[config.mk]
export PLATFORM = sky130hd
export DESIGN_NAME = flash_geom_probe
export DESIGN_NICKNAME = d
export VERILOG_FILES = /design/src/rtl/fgp_pkg.sv /design/src/rtl/fgp_frame_engine.sv /design/src/rtl/fgp_id_lookup.sv /design/src/rtl/fgp_status_decode.sv /design/src/rtl/flash_geom_probe.sv
export SDC_FILE = /design/constraint.sdc
export NUM_CORES = 1
export LEC_CHECK = 0
export ABC_AREA = 1
export ABC_CLOCK_PERIOD_IN_PS = 2490
export CAP_MARGIN = 15
export CORE_MARGIN = 2
export CORE_UTILIZATION = 54
export CTS_CLUSTER_SIZE = 12
export DETAILED_ROUTE_END_ITERATION = 8
export PLACE_DENSITY = 0.8
export SYNTH_ARGS = -nofsm -noshare
export SYNTH_HDL_FRONTEND = slang
export SYNTH_HIERARCHICAL = 1
export SYNTH_SLANG_ARGS = --single-unit
[constraint.sdc]
create_clock -name clk -period 2.49 [get_ports clk]
set_clock_uncertainty 0.15 [all_clocks]
set_input_delay 0.498 -clock clk [delete_from_list [all_inputs] [get_ports clk]]
set_output_delay 0.498 -clock clk [all_outputs]
set_load 0.01 [all_outputs]
[src/rtl/fgp_pkg.sv]
package fgp_pkg;

   typedef enum logic [1:0] {
      FGP_OK    = 2'd0,
      FGP_NODEV = 2'd1,
      FGP_UNSUP = 2'd2
   } fgp_err_e;

   localparam int unsigned FGP_DENS_N = 7;
   localparam int unsigned FGP_PG_W   = 14;
   localparam int unsigned FGP_BY_W   = 11;
   localparam int unsigned FGP_SH_W   = 4;

   typedef struct packed {
      logic [FGP_PG_W-1:0] pages;
      logic [FGP_BY_W-1:0] bytes;
      logic [FGP_SH_W-1:0] shift;
   } fgp_geom_t;

   // Density index 0..6 -> non-binary geometry, computed rather than tabulated
   function automatic fgp_geom_t fgp_geom_of(input logic [2:0] d);
      fgp_geom_t g;
      if (d <= 3'd3) begin
         g.pages = FGP_PG_W'(14'd512 << d);
         g.bytes = 11'd264;
         g.shift = 4'd9;
      end else if (d <= 3'd5) begin
         g.pages = (d == 3'd4) ? 14'd4096 : 14'd8192;
         g.bytes = 11'd528;
         g.shift = 4'd10;
      end else begin
         g.pages = 14'd8192;
         g.bytes = 11'd1056;
         g.shift = 4'd11;
      end
      return g;
   endfunction

   // Binary variant: same page count, 2^(shift-1) bytes, shift one smaller
   function automatic fgp_geom_t fgp_to_pow2(input fgp_geom_t g);
      fgp_geom_t b;
      b.pages = g.pages;
      b.shift = g.shift - 4'd1;
      b.bytes = FGP_BY_W'(11'd1 << b.shift);
      return b;
   endfunction

endpackage

[src/rtl/fgp_frame_engine.sv]
module fgp_frame_engine #(
   parameter int unsigned MAX_RD = 3,
   localparam int unsigned IDX_W = $clog2(MAX_RD + 1),
   localparam int unsigned CAP_W = 8 * MAX_RD
) (
   input  logic             clk,
   input  logic             rst_n,
   input  logic             go,
   input  logic [7:0]       op,
   input  logic [IDX_W-1:0] nrd,
   output logic             fdone,
   output logic [CAP_W-1:0] cap,
   output logic             xfer_req,
   output logic [7:0]       xfer_tx,
   output logic             xfer_end,
   input  logic             xfer_done,
   input  logic [7:0]       xfer_rx
);

   typedef enum logic [1:0] {FE_IDLE, FE_ISSUE, FE_WAIT} fe_state_e;

   fe_state_e        st;
   logic [IDX_W-1:0] idx;
   logic [IDX_W-1:0] lim;
   logic [7:0]       op_q;

   initial begin : elab_chk
      assert (MAX_RD >= 1) else $error("MAX_RD must be at least 1");
   end

   always_ff @(posedge clk) begin
      if (!rst_n) begin
         st    <= FE_IDLE;
         idx   <= '0;
         lim   <= '0;
         op_q  <= '0;
         cap   <= '0;
         fdone <= 1'b0;
      end else begin
         fdone <= 1'b0;
         case (st)
            FE_IDLE: begin
               if (go) begin
                  op_q <= op;
                  lim  <= nrd;
                  idx  <= '0;
                  st   <= FE_ISSUE;
               end
            end
            FE_ISSUE: st <= FE_WAIT;
            FE_WAIT: begin
               if (xfer_done) begin
                  if (idx != '0) begin
                     if (CAP_W > 8) cap <= {cap[CAP_W-9:0], xfer_rx};
                     else           cap <= CAP_W'(xfer_rx);
                  end
                  if (idx == lim) begin
                     fdone <= 1'b1;
                     st    <= FE_IDLE;
                  end else begin
                     idx <= idx + 1'b1;
                     st  <= FE_ISSUE;
                  end
               end
            end
            default: st <= FE_IDLE;
         endcase
      end
   end

   always_comb begin
      xfer_req = (st == FE_ISSUE);
      xfer_tx  = (idx == '0) ? op_q : 8'h00;
      xfer_end = xfer_req && (idx == lim);
   end

endmodule

[src/rtl/fgp_id_lookup.sv]
module fgp_id_lookup #(
   parameter logic [7:0] DENS_BASE = 8'h22,
   parameter logic [7:0] SPLIT_ID  = 8'h27
) (
   input  logic [7:0] id_hi,
   input  logic [7:0] id_lo,
   output logic       hit,
   output logic [2:0] dens,
   output logic       bin_cap
);
   import fgp_pkg::*;

   logic [7:0] off;
   logic       in_rng;

   initial begin : elab_chk
      assert (SPLIT_ID >= DENS_BASE && (SPLIT_ID - DENS_BASE) < FGP_DENS_N)
         else $error("SPLIT_ID outside the density range");
   end

   always_comb begin
      off     = id_hi - DENS_BASE;
      in_rng  = (id_hi >= DENS_BASE) && (off < 8'(FGP_DENS_N));
      dens    = off[2:0];
      if (id_hi == SPLIT_ID) begin
         hit     = (id_lo == 8'h00) || (id_lo == 8'h01);
         bin_cap = (id_lo == 8'h01);
      end else begin
         hit     = in_rng && (id_lo == 8'h00);
         bin_cap = 1'b1;
      end
   end

endmodule

[src/rtl/fgp_status_decode.sv]
module fgp_status_decode #(
   parameter int unsigned CODE_LSB = 2,
   parameter int unsigned CODE_W   = 4,
   localparam int unsigned CODE_N  = 1 << CODE_W
) (
   input  logic [7:0] status,
   output logic       absent,
   output logic       hit,
   output logic [2:0] dens
);

   logic [CODE_N-1:0] code_ok;
   logic [2:0]        code_dens [CODE_N];
   logic [CODE_W-1:0] code;

   initial begin : elab_chk
      assert (CODE_LSB + CODE_W <= 8) else $error("status code field exceeds one byte");
   end

   // Codes 3,5,..,13 step through densities 0..5; 14 and 15 share density 6
   for (genvar c = 0; c < CODE_N; c++) begin : g_code
      localparam int CV = c;
      assign code_ok[c]   = (CV >= 14) || ((CV % 2 == 1) && CV >= 3 && CV <= 13);
      assign code_dens[c] = (CV >= 14) ? 3'd6 : ((CV >= 3) ? 3'((CV - 3) / 2) : 3'd0);
   end

   always_comb begin
      code   = status[CODE_LSB +: CODE_W];
      absent = (status == 8'h00) || (status == 8'hFF);
      hit    = !absent && code_ok[code];
      dens   = code_dens[code];
   end

endmodule

[src/rtl/flash_geom_probe.sv]
module flash_geom_probe
   import fgp_pkg::*;
#(
   parameter logic [7:0]  MFR_CODE   = 8'h1F,
   parameter logic [7:0]  ID_OP      = 8'h9F,
   parameter logic [7:0]  STAT_OP    = 8'hD7,
   parameter logic [7:0]  DENS_BASE  = 8'h22,
   parameter logic [7:0]  SPLIT_ID   = 8'h27,
   parameter bit          AUTO_START = 1'b1,
   parameter int unsigned PAGES_W    = 16,
   parameter int unsigned BYTES_W    = 11,
   parameter int unsigned SHIFT_W    = 4
) (
   input  logic               clk,
   input  logic               rst_n,
   input  logic               start,
   output logic               xfer_req,
   output logic [7:0]         xfer_tx,
   output logic               xfer_end,
   input  logic               xfer_done,
   input  logic [7:0]         xfer_rx,
   output logic               busy,
   output logic               geo_valid,
   output logic [1:0]         geo_err,
   output logic               geo_jedec,
   output logic               geo_pow2,
   output logic [PAGES_W-1:0] geo_pages,
   output logic [BYTES_W-1:0] geo_bytes,
   output logic [SHIFT_W-1:0] geo_shift
);

   localparam int unsigned ID_BYTES = 3;
   localparam int unsigned IDX_W    = $clog2(ID_BYTES + 1);
   localparam int unsigned CAP_W    = 8 * ID_BYTES;

   initial begin : elab_chk
      assert (PAGES_W >= FGP_PG_W) else $error("PAGES_W too narrow");
      assert (BYTES_W >= FGP_BY_W) else $error("BYTES_W too narrow");
      assert (SHIFT_W >= FGP_SH_W) else $error("SHIFT_W too narrow");
   end

   typedef enum logic [1:0] {S_IDLE, S_ID, S_FB, S_MODE} sq_state_e;

   sq_state_e        st;
   logic             fe_go;
   logic [7:0]       fe_op;
   logic [IDX_W-1:0] fe_nrd;
   logic             fe_done;
   logic [CAP_W-1:0] fe_cap;
   logic             kick;
   logic             launch;

   logic             id_hit, id_bin;
   logic [2:0]       id_dens;
   logic             sd_absent, sd_hit;
   logic [2:0]       sd_dens;
   logic [2:0]       dens_q;

   fgp_err_e         r_err;
   logic             r_jedec, r_pow2;
   fgp_geom_t        r_geom;

   // Power-on request: either a one-shot after reset or nothing
   if (AUTO_START) begin : g_auto
      always_ff @(posedge clk) begin
         if (!rst_n) kick <= 1'b1;
         else        kick <= 1'b0;
      end
   end else begin : g_manual
      assign kick = 1'b0;
   end

   assign launch = start || kick;

   fgp_frame_engine #(.MAX_RD(ID_BYTES)) u_frame (
      .clk      (clk),
      .rst_n    (rst_n),
      .go       (fe_go),
      .op       (fe_op),
      .nrd      (fe_nrd),
      .fdone    (fe_done),
      .cap      (fe_cap),
      .xfer_req (xfer_req),
      .xfer_tx  (xfer_tx),
      .xfer_end (xfer_end),
      .xfer_done(xfer_done),
      .xfer_rx  (xfer_rx)
   );

   fgp_id_lookup #(.DENS_BASE(DENS_BASE), .SPLIT_ID(SPLIT_ID)) u_idlut (
      .id_hi  (fe_cap[15:8]),
      .id_lo  (fe_cap[7:0]),
      .hit    (id_hit),
      .dens   (id_dens),
      .bin_cap(id_bin)
   );

   fgp_status_decode u_sdec (
      .status(fe_cap[7:0]),
      .absent(sd_absent),
      .hit   (sd_hit),
      .dens  (sd_dens)
   );

   always_ff @(posedge clk) begin
      if (!rst_n) begin
         st        <= S_IDLE;
         fe_go     <= 1'b0;
         fe_op     <= '0;
         fe_nrd    <= '0;
         dens_q    <= '0;
         r_err     <= FGP_OK;
         r_jedec   <= 1'b0;
         r_pow2    <= 1'b0;
         r_geom    <= '0;
         geo_valid <= 1'b0;
      end else begin
         fe_go     <= 1'b0;
         geo_valid <= 1'b0;
         case (st)
            S_IDLE: begin
               if (launch) begin
                  fe_go  <= 1'b1;
                  fe_op  <= ID_OP;
                  fe_nrd <= IDX_W'(ID_BYTES);
                  st     <= S_ID;
               end
            end
            S_ID: begin
               if (fe_done) begin
                  if (fe_cap[23:16] != MFR_CODE) begin
                     fe_go  <= 1'b1;
                     fe_op  <= STAT_OP;
                     fe_nrd <= IDX_W'(1);
                     st     <= S_FB;
                  end else if (!id_hit) begin
                     r_err     <= FGP_UNSUP;
                     r_jedec   <= 1'b0;
                     r_pow2    <= 1'b0;
                     r_geom    <= '0;
                     geo_valid <= 1'b1;
                     st        <= S_IDLE;
                  end else if (id_bin) begin
                     dens_q <= id_dens;
                     fe_go  <= 1'b1;
                     fe_op  <= STAT_OP;
                     fe_nrd <= IDX_W'(1);
                     st     <= S_MODE;
                  end else begin
                     r_err     <= FGP_OK;
                     r_jedec   <= 1'b1;
                     r_pow2    <= 1'b0;
                     r_geom    <= fgp_geom_of(id_dens);
                     geo_valid <= 1'b1;
                     st        <= S_IDLE;
                  end
               end
            end
            S_FB: begin
               if (fe_done) begin
                  r_jedec   <= 1'b0;
                  r_pow2    <= 1'b0;
                  geo_valid <= 1'b1;
                  st        <= S_IDLE;
                  if (sd_absent) begin
                     r_err  <= FGP_NODEV;
                     r_geom <= '0;
                  end else if (!sd_hit) begin
                     r_err  <= FGP_UNSUP;
                     r_geom <= '0;
                  end else begin
                     r_err  <= FGP_OK;
                     r_geom <= fgp_geom_of(sd_dens);
                  end
               end
            end
            S_MODE: begin
               if (fe_done) begin
                  r_err     <= FGP_OK;
                  r_jedec   <= 1'b1;
                  r_pow2    <= fe_cap[0];
                  r_geom    <= fe_cap[0] ? fgp_to_pow2(fgp_geom_of(dens_q))
                                         : fgp_geom_of(dens_q);
                  geo_valid <= 1'b1;
                  st        <= S_IDLE;
               end
            end
            default: st <= S_IDLE;
         endcase
      end
   end

   always_comb begin
      busy      = (st != S_IDLE);
      geo_err   = r_err;
      geo_jedec = r_jedec;
      geo_pow2  = r_pow2;
      geo_pages = PAGES_W'(r_geom.pages);
      geo_bytes = BYTES_W'(r_geom.bytes);
      geo_shift = SHIFT_W'(r_geom.shift);
   end

endmodule

==> key figures, run 1 <==
Timing
  • Max transition margin: between 60% and 70%
  • Final TNS setup: 0 ns
  • Final worst path period share: ~94%
  • Final hold vios: 0
  • RSZ-0062 raised after global routing: no
  • Final setup violation count: 0
  • Final setup margin: around 0.15 ns
  • Hold Slack: just under 0.3 ns
  • Fmax: 427 MHz
  • Slew Limit Fails: 0
  • Worst-Margin Slew: between 0.5 and 0.6 ns
  • Tmin final: around 2.3 ns

Pwr
  • Pwr Total: 2420 uW
  • Pleak: 0.00193 uW
  • PD cells: roughly 550 nW/um^2
  • VDD IR max: between 400 and 500 uV

Hold path
  • Hold depth: 2
  • WHS Endpoint: geo_bytes[0]$_SDFFE_PN0P_
  • Hold_sp: geo_bytes[0]$_SDFFE_PN0P_
  • Worst min-delay path category: register to register

Detailed routing
  • Met2 routed WL: between 3000 and 4000 um
  • Drt total wl: ~7700 um
  • Vias: roughly 3,500
  • Uppermost layer routed: met4
  • Wire per inst: ~11 um
  • Routed met3 length: 340 um
  • # DRC: 0
  • Antenna viol nets, final: 0
  • Vias per cell: about 4.9
  • Drt first-iter violations: between 150 and 200
  • TritonRoute pass-1 iters: 5
  • Met1 wire length: 3670 um

Die
  • Starting Density: between 50 and 60%
  • Row cnt: 30
  • Core area: roughly 6800 um^2
  • Die Area: between 7000 and 8000 um^2
  • Die Wd: 87.7 um
  • Chip Height: a little under 90 um
  • Io pins: 59

Cells and area
  • Nets: 637
  • Area Overhead vs Synth: 16.8%
  • ANT cells: 0
  • Flip-flop and latch area: 1440 um^2
  • Final core utilization: between 60% and 70%
  • Share of layout cells above drive strength 1: approximately 6.3%
  • Fillers: 616
  • Area taken by multi-input logic gates: 1890 um^2

Synthesis
  • Post-Syn Area: 3780 um^2
  • Synth area leader: dfxtp_1
  • Syn. warnings: 6
  • Post-synth top area share: approximately two fifths
  • Async SR Flop Fraction: 0%
  • Top-count cell post-synth: nor2_1
  • Synth Flop Type: dfxtp_1
  • Top cells by count, synth: 141 x nor2_1, 123 x nand2_1, 72 x dfxtp_1
  • Register area share after synthesis: a little under two fifths
  • #FFs+latches synth: a little over 70
  • Mean area per synthesized cell: approximately 6.5 um^2
  • EDFF count, synth: 0
  • Main area contributors after synthesis: dfxtp_1 38%, nor2_1 14%, nand2_1 12%
  • Library cells used by synthesis: 29
  • Synthesized netlist cell count: ~580

Setup path
  • Worst Path Required: between 1.5 and 2 ns
  • Launch point of the worst path: u_frame/idx[0]$_SDFFE_PN0P_
  • CP Max Fanout: 9
  • Reg-to-Reg Start: u_frame/cap[9]$_SDFFE_PN0P_
  • Crit. End Element: output port
  • Reg2Reg Depth: 12
  • CP arrival: ~1.7 ns
  • Register-to-Register Setup Slack: about 0.26 ns
  • Kind of critical path: register to output port
  • Startpoint Class: register
  • Crit Reg-Reg Endpoint: geo_bytes[3]$_SDFFE_PN0P_

Global route
  • First-pass GRT wire length: 13,300 um
  • Global route overflow: 0
  • Global Route Usage Sum: 21.5%
  • Initial antenna violation count: 0
  • Vias in the first global route: ~3,000
  • Pin count of the biggest net entering global routing: 61

Outcome
  • Status: finished clean

Placed design
  • Post-Place Setup Slack: about 0.17 ns
  • Final GP Congestion: 0.888
  • Number of I/O port buffers: 47
  • Post-DP HPWL: about 5500 um

Job
  • Max-Cap Viols: 0

Clocking
  • Root Buffer: clkbuf_8
  • Postcts setup bufs: 0
  • Clk pin slew, worst setup/hold paths: approximately 0.080 ns
  • Clk sink count: 72
  • CTS Buffer Depth: 2
  • Cells resized by post-CTS repair: 1
  • CTS tree: done
  • H-tree levels: 3
  • CTS Buf Count: 9
  • Worst skew pair latency: approximately 0.35 ns
  • Hold buffers post-CTS: 0
==> logic make-up (layout without fill, tap and decap cells) <==
logic type	Yosys count	count (layout)	synth area share, %
AND/OR/NAND/NOR	322	322	35.7
AO/OA/AOI/OAI	76	76	10.5
buffers and inverters	102	135	13.6
adder cells (fa/ha/maj)	6	6	1.99
flip-flops	72	72	38.1
other	1	12	0.0992
==> registers in the layout, summed over array words and instances, names as in the netlist, 3 cells and up <==
name          flops
geo_bytes        10
u_frame/op_q      8
u_frame/cap      24
geo_shift         3
dens_q            3
geo_pages         5
==> per-layer routing <==
layer	vias to the layer above	global-route usage (%)
li1	1846	-
met1	1563	27.3
met2	88	35.4
met3	4	4.62
met4	0	9.09
met5	-	0
==> layout by cell type, fill, tap and decap left out, types with 2 or more instances in the layout <==
cell             netlist  routed
o211ai_1               4       4
nor3_1                 4       4
conb_1                 1      12
nand2_1              123     123
a21oi_1               20      20
nand2_4                2       2
nand3b_1               2       2
nor2_1               141     141
dfxtp_1               72      72
o21ai_0               27      27
clkbuf_8               0      10
inv_1                 67      67
nand3_1               33      33
nand2_2                5       4
nand4_1                3       3
clkinv_2               0       2
inv_2                  3       3
a31oi_1                2       2
ha_1                   6       5
nor2_2                 5       5
inv_6                  1       2
clkdlybuf4s50_1        0      47
nor2_4                 2       2
o21ai_1               22      22
==> stage by stage <==
step                      cells  area, um^2
after CTS                   719        4390
after global routing        719        4420
after floorplan             590        3820
after detailed placement    704        4200
after global placement      704        4200
final                       719        4420
==> worst max-delay path by stage <==
stage	end	slack, ns	depth (start not counted)
floorplan	geo_bytes[4]$_SDFFE_PN0P_	0.57	13
global placement	geo_pages[9]$_SDFFE_PN0P_	0.24	12
detailed placement	geo_pages[9]$_SDFFE_PN0P_	0.17	12
CTS	xfer_tx[3]	0.05	5
global route	xfer_end	0.0008	5
finish	xfer_tx[3]	0.15	5
==> layout make-up <==
type | count | area share [%]
clock buffers | 10 | 3.12
well taps | 96 | 2.72
multi-input cells | 416 | 42.8
repair buffers | 49 | 11.3
inverters | 71 | 6.15
clock inverters | 5 | 1.28
flip-flops and latches | 72 | 32.6
==> power breakdown <==
group	internal (uW)	switching, uW	leakage, uW
combinational	116	161	0.00125
sequential	1190	28.1	0.000584
clock	484	440	0.0000985
total	1790	629	0.00193
==> critical path, stage by stage, from the launching register on <==
cell and delay [ns]:
dfxtp_1 0.33, inv_1 0.14, ha_4 0.23, nand2_1 0.07, inv_1 0.05, clkdlybuf4s50_1 0.53
(Power assumes the default switching activity.)
==> run 2, diff against run 1 <==
REMOVE_ABC_BUFFERS = 1   (was unset)
TNS_END_PERCENT = 50   (was unset)
==> run 2 against run 1 <==
Utilization is essentially flat; non-clock buffer count is the same; first-iteration DRC count grew 14%; total power shrank 0.31%; maximum frequency grew 0.72%; sequential share of layout area is essentially flat; clock power shrank 1%; routed wire length grew 1.3%; die area is the same; clock-buffer cell count grew 1.
==> key figures, run 2 (synthesized netlist as in run 1, its figures left out) <==
Placed design
  • Number of I/O port buffers: 47 (unchanged)
  • Placed Instance Area: 4200 um^2 (unchanged)
  • Post-DP HPWL: 5560 um (+1.0%)
  • Final GP Congestion: 0.899 (+1.2%)

Cells and area
  • Nets: 637 (unchanged)
  • Leading cell types in the layout, fill and taps excluded: 141 x nor2_1, 123 x nand2_1, 71 x dfxtp_1
  • Area Overhead vs Synth: 16.9% (about the same)
  • Largest Register: u_frame/cap
  • Max FFs per register: 24 (unchanged)
  • Most common cell after layout, fill and taps aside: nor2_1
  • Area taken by multi-input logic gates: 1890 um^2 (unchanged)
  • Share of layout cells above drive strength 1: 6.26% (unchanged)
  • Fillers: 631 (+2.4%)
  • Flip-flop and latch area: 1440 um^2 (about the same)
  • Final Cell Area: 4420 um^2 (about the same)
  • ANT cells: 0 (unchanged)

Pwr
  • Pleak: 0.00192 uW (-0.32%)
  • VDD IR max: 370 uV (-8.9%)
  • PD cells: 546 nW/um^2 (-0.37%)

Timing
  • Final setup violation count: 0 (unchanged)
  • RSZ-0062 raised after global routing: no
  • Fmax: 430 MHz (+0.72%)
  • Final hold vios: 0 (unchanged)
  • Worst-Margin Slew: 0.585 ns (+0.0145 ns)
  • Final worst path period share: 93.5% (-0.67 points)
  • Max transition margin: 60.8% (-0.75 points)
  • Final TNS setup: 0 ns (unchanged)
  • Tmin final: 2.33 ns (-0.0167 ns)
  • Slew Limit Fails: 0 (unchanged)

Die
  • Die Area: 7690 um^2 (unchanged)
  • Core area: 6790 um^2 (unchanged)
  • Chip Height: 87.7 um (unchanged)
  • Io pins: 59 (unchanged)
  • Row cnt: 30 (unchanged)
  • Die Wd: 87.7 um (unchanged)
  • Starting Density: 55.6% (unchanged)

Setup path
  • Worst Path Required: 1.84 ns (about the same)
  • Critical-path cell list: inv_1 -> ha_4 -> nand2_1 -> inv_1 -> clkdlybuf4s50_1
  • Kind of critical path: register to output port
  • CP arrival: 1.68 ns (-0.02 ns)
  • Slowest CP cell: clkdlybuf4s50_1
  • CP Max Fanout: 9 (unchanged)
  • Crit. End Element: output port
  • CP max stage delay: 0.52 ns (about the same)
  • Cell repeated most along the worst path: inv_1
  • Startpoint Class: register

Clocking
  • Clk sink count: 72 (unchanged)
  • CTS Buffer Depth: 2 (unchanged)
  • CTS Buf Count: 9 (unchanged)
  • Cells resized by post-CTS repair: 1 (unchanged)
  • Worst skew pair latency: 0.34 ns (about the same)
  • Root Buffer: clkbuf_8
  • CTS tree: done
  • Postcts setup bufs: 0 (unchanged)
  • Hold buffers post-CTS: 0 (unchanged)
  • H-tree levels: 3 (unchanged)
  • Clk pin slew, worst setup/hold paths: 0.08 ns (about the same)

Outcome
  • Status: finished clean

Global route
  • Initial antenna violation count: 0 (unchanged)
  • Global route overflow: 0 (unchanged)
  • First-pass GRT wire length: 13,400 um (+1.2%)
  • Pin count of the biggest net entering global routing: 61 (unchanged)
  • Vias in the first global route: 3,104 (+0.84%)
  • Global Route Usage Sum: 21.8% (+0.28 points)

Detailed routing
  • Antenna viol nets, final: 0 (unchanged)
  • TritonRoute pass-1 iters: 4 (-1)
  • Vias: 3,500 (-0.029%)
  • Vias per cell: 4.87 (about the same)
  • Drt total wl: 7840 um (+1.3%)
  • Wire per inst: 10.9 um (+1.3%)
  • Drt first-iter violations: 215 (+14%)
  • # DRC: 0 (unchanged)

Hold path
  • Worst min-delay path category: register to register

Job
  • Max-Cap Viols: 0 (unchanged)
## run 2: changes by cell type in the layout (fill, tap and decap cells not counted), sizes merged
| cell | delta |
|---|---|
| clkinv | -2 |
| clkbuf | +1 |
| clkinvlp | +1 |
## run 2: cell type report
type | count | share of cell area (%)
clock buffers | 11 | 3.20
clock inverters | 4 | 1.22
multi-input cells | 416 | 42.8
repair buffers | 49 | 11.3
flip-flops and latches | 72 | 32.7
well taps | 96 | 2.72
inverters | 71 | 6.15
## run 2: critical path, delay by kind of cell (launching register included)
family / cells / cell delay (ns)
adder cells (fa/ha/maj): 1 / 0.23
AND/OR/NAND/NOR: 1 / 0.07
buffers and inverters: 3 / 0.70
flip-flops: 1 / 0.33
## run 2: power by group
| part | total, uW | leakage [uW] | internal [uW] | switching, uW |
|---|---|---|---|---|
| clock | 915 | 0.0000920 | 488 | 427 |
| combinational | 279 | 0.00125 | 117 | 163 |
| sequential | 1220 | 0.000584 | 1190 | 27.7 |
## run 2: stage by stage
step	worst slack, ns	std cells	hold slack (ns)	power [uW]	util (%)
final	0.162	719	0.297	2410	65.0
after global placement	0.296	704	0.277	1500	61.7
after CTS	0.0613	719	0.298	2410	64.7
after global routing	0.00902	719	0.316	2510	65.0
after detailed placement	0.169	704	0.287	1510	61.7
after floorplan	0.504	559	0.273	1410	-
## run 2: final timing paths
check | slack (ns) | cells after the start | startpoint | to
worst min-delay path | 0.30 | 2 | fe_op[6]$_SDFFE_PN0P_ | fe_op[6]$_SDFFE_PN0P_
worst min register to register | 0.30 | 2 | fe_op[6]$_SDFFE_PN0P_ | fe_op[6]$_SDFFE_PN0P_
worst max register to register | 0.26 | 15 | u_frame/cap[2]$_SDFFE_PN0P_ | geo_bytes[4]$_SDFFE_PN0P_
worst max-delay path | 0.16 | 5 | u_frame/idx[0]$_SDFFE_PN0P_ | xfer_tx[3]
## run 2: layer usage
layer	track usage (%)	part of all wire, %	vias up
met5	0	0	-
li1	-	-	1851
met3	3.68	3.8	11
met2	36.6	47	83
met4	8.25	1.3	0
met1	28.0	48	1555
==> run 3, diff against run 2 <==
MAX_ROUTING_LAYER = met4   (was unset)
==> run 3 against run 2 <==
Utilization up 0.24 points; final cell count grew 0.14%; die area unchanged; final area increased by 0.37%; critical path depth is the same.
==> key figures, run 3 (synthesized netlist as in run 1, its figures left out) <==
Outcome
  • Status: finished clean

Setup path
  • Reg2Reg Depth: 12 (-3)
  • Cell repeated most along the worst path: inv_1
  • Worst Path Required: 1.84 ns (about the same)
  • Reg-to-Reg Start: u_frame/cap[9]$_SDFFE_PN0P_
  • Startpoint Class: register
  • Crit Reg-Reg Endpoint: geo_bytes[8]$_SDFFE_PN0P_
  • Register-to-Register Setup Slack: 0.32 ns (+0.06 ns)
  • Slowest CP cell: clkdlybuf4s50_1
  • Critical-path cell list: inv_1 -> ha_4 -> nand2_1 -> inv_1 -> clkdlybuf4s50_1
  • Worst Setup EP: xfer_tx[3]
  • CP max stage delay: 0.52 ns (about the same)
  • CP arrival: 1.69 ns (about the same)
  • CP Max Fanout: 9 (unchanged)
  • Crit. End Element: output port
  • Launch point of the worst path: u_frame/idx[0]$_SDFFE_PN0P_
  • Kind of critical path: register to output port

Global route
  • First-pass GRT wire length: 13,000 um (-2.9%)
  • Global route overflow: 0 (unchanged)
  • Vias in the first global route: 3,017 (-2.8%)
  • Initial antenna violation count: 0 (unchanged)
  • Global Route Usage Sum: 22.1% (+0.30 points)
  • Pin count of the biggest net entering global routing: 61 (unchanged)

Timing
  • Max transition margin: 62.9% (+2.1 points)
  • Final setup violation count: 0 (unchanged)
  • Fmax: 429 MHz (-0.23%)
  • Hold Slack: 0.292 ns (-0.00514 ns)
  • RSZ-0062 raised after global routing: yes
  • Final hold vios: 0 (unchanged)
  • Final setup margin: 0.157 ns (-0.00539 ns)
  • Slew Limit Fails: 0 (unchanged)
  • Tmin final: 2.33 ns (+0.00539 ns)
  • Final TNS setup: 0 ns (unchanged)
  • Final worst path period share: 93.7% (+0.22 points)
  • Worst-Margin Slew: 0.551 ns (-0.0344 ns)

Cells and area
  • Share of layout cells above drive strength 1: 6.73% (+0.47 points)
  • Area taken by multi-input logic gates: 1900 um^2 (+0.27%)
  • Area Overhead vs Synth: 17.3%
  • Fillers: 632 (+0.16%)
  • Largest Register: u_frame/cap
  • Most common cell after layout, fill and taps aside: nor2_1
  • Max FFs per register: 24 (unchanged)
  • Leading cell types in the layout, fill and taps excluded: 139 x nor2_1, 123 x nand2_1, 71 x dfxtp_1
  • Final core utilization: 65.3% (+0.24 points)
  • Nets: 637 (unchanged)
  • Flip-flop and latch area: 1440 um^2 (unchanged)
  • ANT cells: 0 (unchanged)
  • Final Cell Area: 4430 um^2 (+0.37%)

Pwr
  • PD cells: 553 nW/um^2 (+1.3%)
  • Sequential fraction of design power: 49.6% (-0.8 points)
  • Logic pwr share: 11.4% (-0.2 points)
  • Clk pwr share: 39.0% (+1.0 points)
  • Internal power: 1820 uW (+1.7%)
  • Pleak: 0.00193 uW (+0.54%)
  • VDD IR max: 293 uV (-21%)
  • NetSw: 627 uW (+1.5%)
  • Net Sw Frac: 25.6% (-0.038 points)

Placed design
  • Post-Place Setup Slack: 0.201 ns (+0.0315 ns)
  • Final GP Congestion: 0.885 (-1.5%)
  • Number of I/O port buffers: 47 (unchanged)
  • Post-DP HPWL: 5450 um (-1.9%)
  • Placed Instance Area: 4200 um^2 (unchanged)

Hold path
  • Worst min-delay path category: register to register

Detailed routing
  • Wire per inst: 10.7 um (-1.5%)
  • TritonRoute pass-1 iters: 5 (+1)
  • Drt total wl: 7740 um (-1.3%)
  • Vias: 3,523 (+0.66%)
  • Vias per cell: 4.89 (+0.52%)
  • Antenna viol nets, final: 0 (unchanged)
  • Drt first-iter violations: 267 (+24%)
  • # DRC: 0 (unchanged)

Clocking
  • Hold buffers post-CTS: 0 (unchanged)
  • CTS tree: done
  • H-tree levels: 3 (unchanged)
  • Clk pin slew, worst setup/hold paths: 0.07 ns (about the same)
  • CTS Buffer Depth: 2 (unchanged)
  • Worst skew pair latency: 0.35 ns (about the same)
  • Root Buffer: clkbuf_8
  • CTS Buf Count: 9 (unchanged)
  • Clk sink count: 72 (unchanged)

Die
  • Die Area: 7690 um^2 (unchanged)
  • Starting Density: 55.6% (unchanged)
  • Die Wd: 87.7 um (unchanged)
  • Chip Height: 87.7 um (unchanged)
  • Core area: 6790 um^2 (unchanged)
  • Io pins: 59 (unchanged)
  • Row cnt: 30 (unchanged)

Job
  • Max-Cap Viols: 0 (unchanged)
run 3: changes by cell type in the layout (fill, tap and decap cells not counted):
cell | previous run | this run
clkbuf_8 | 10 | 11
clkinvlp_4 | 2 | 1
nor2_2 | 5 | 7
clkinv_2 | 0 | 1
nor2_1 | 141 | 139
run 3: per-layer routing:
layer  routed length [um]  vias to the layer above  part of all wire [%]  global-route usage, %
li1                     -                     1846                     -                      -
met1                 3570                     1539                    46                   26.8
met2                 3520                      127                    45                   35.3
met3                  493                       11                   6.4                   4.15
met4                  161                        0                   2.1                   10.6
met5                    0                        -                     0                      -
run 3: worst min-delay path by stage:
stage | from | endpoint | slack, ns | depth (start not counted)
2_1_floorplan | fe_op[6]$_SDFFE_PN0P_ | fe_op[6]$_SDFFE_PN0P_ | 0.27 | 2
3_3_place_gp | geo_bytes[1]$_SDFFE_PN0P_ | geo_bytes[1]$_SDFFE_PN0P_ | 0.28 | 2
3_5_place_dp | geo_bytes[0]$_SDFFE_PN0P_ | geo_bytes[0]$_SDFFE_PN0P_ | 0.28 | 2
4_1_cts | geo_bytes[0]$_SDFFE_PN0P_ | geo_bytes[0]$_SDFFE_PN0P_ | 0.29 | 2
5_1_grt | geo_bytes[1]$_SDFFE_PN0P_ | geo_bytes[1]$_SDFFE_PN0P_ | 0.33 | 2
6_report | geo_bytes[0]$_SDFFE_PN0P_ | geo_bytes[0]$_SDFFE_PN0P_ | 0.29 | 2
run 3: through the flow:
stage / std cells / power, uW
finish: 720 / 2450
global route: 720 / 2550
CTS: 720 / 2460
detailed placement: 704 / 1510
global placement: 704 / 1500
floorplan: 559 / 1410
run 3: cell type report:
type / count / area share [%]
Inverter: 71 / 6.12
Multi-Input combinational cell: 416 / 42.7
Timing Repair Buffer: 49 / 11.2
Tap cell: 96 / 2.71
Sequential cell: 72 / 32.5
Clock buffer: 12 / 3.50
Clock inverter: 4 / 1.16
run 3: what timing repair did:
item	4_1_cts	5_1_grt
resized for setup	1	6
pin swaps	0	0
setup buffers	0	0
endpoints found under the setup margin	8	20
run 3: critical path: cells and delay by family, from the launching register on:
| family | cells | cell delay [ns] |
|---|---|---|
| AND/OR/NAND/NOR | 1 | 0.07 |
| adder cells (fa/ha/maj) | 1 | 0.23 |
| flip-flops | 1 | 0.33 |
| buffers and inverters | 3 | 0.71 |
run 3: power by group through the flow:
stage,Sequential [uW],Clock [uW],Combinational (uW)
after detailed placement,1240,0,268
after CTS,1220,975,271
after floorplan,1240,0,170
final,1220,955,280
after global placement,1240,0,263
after global routing,1220,1010,318
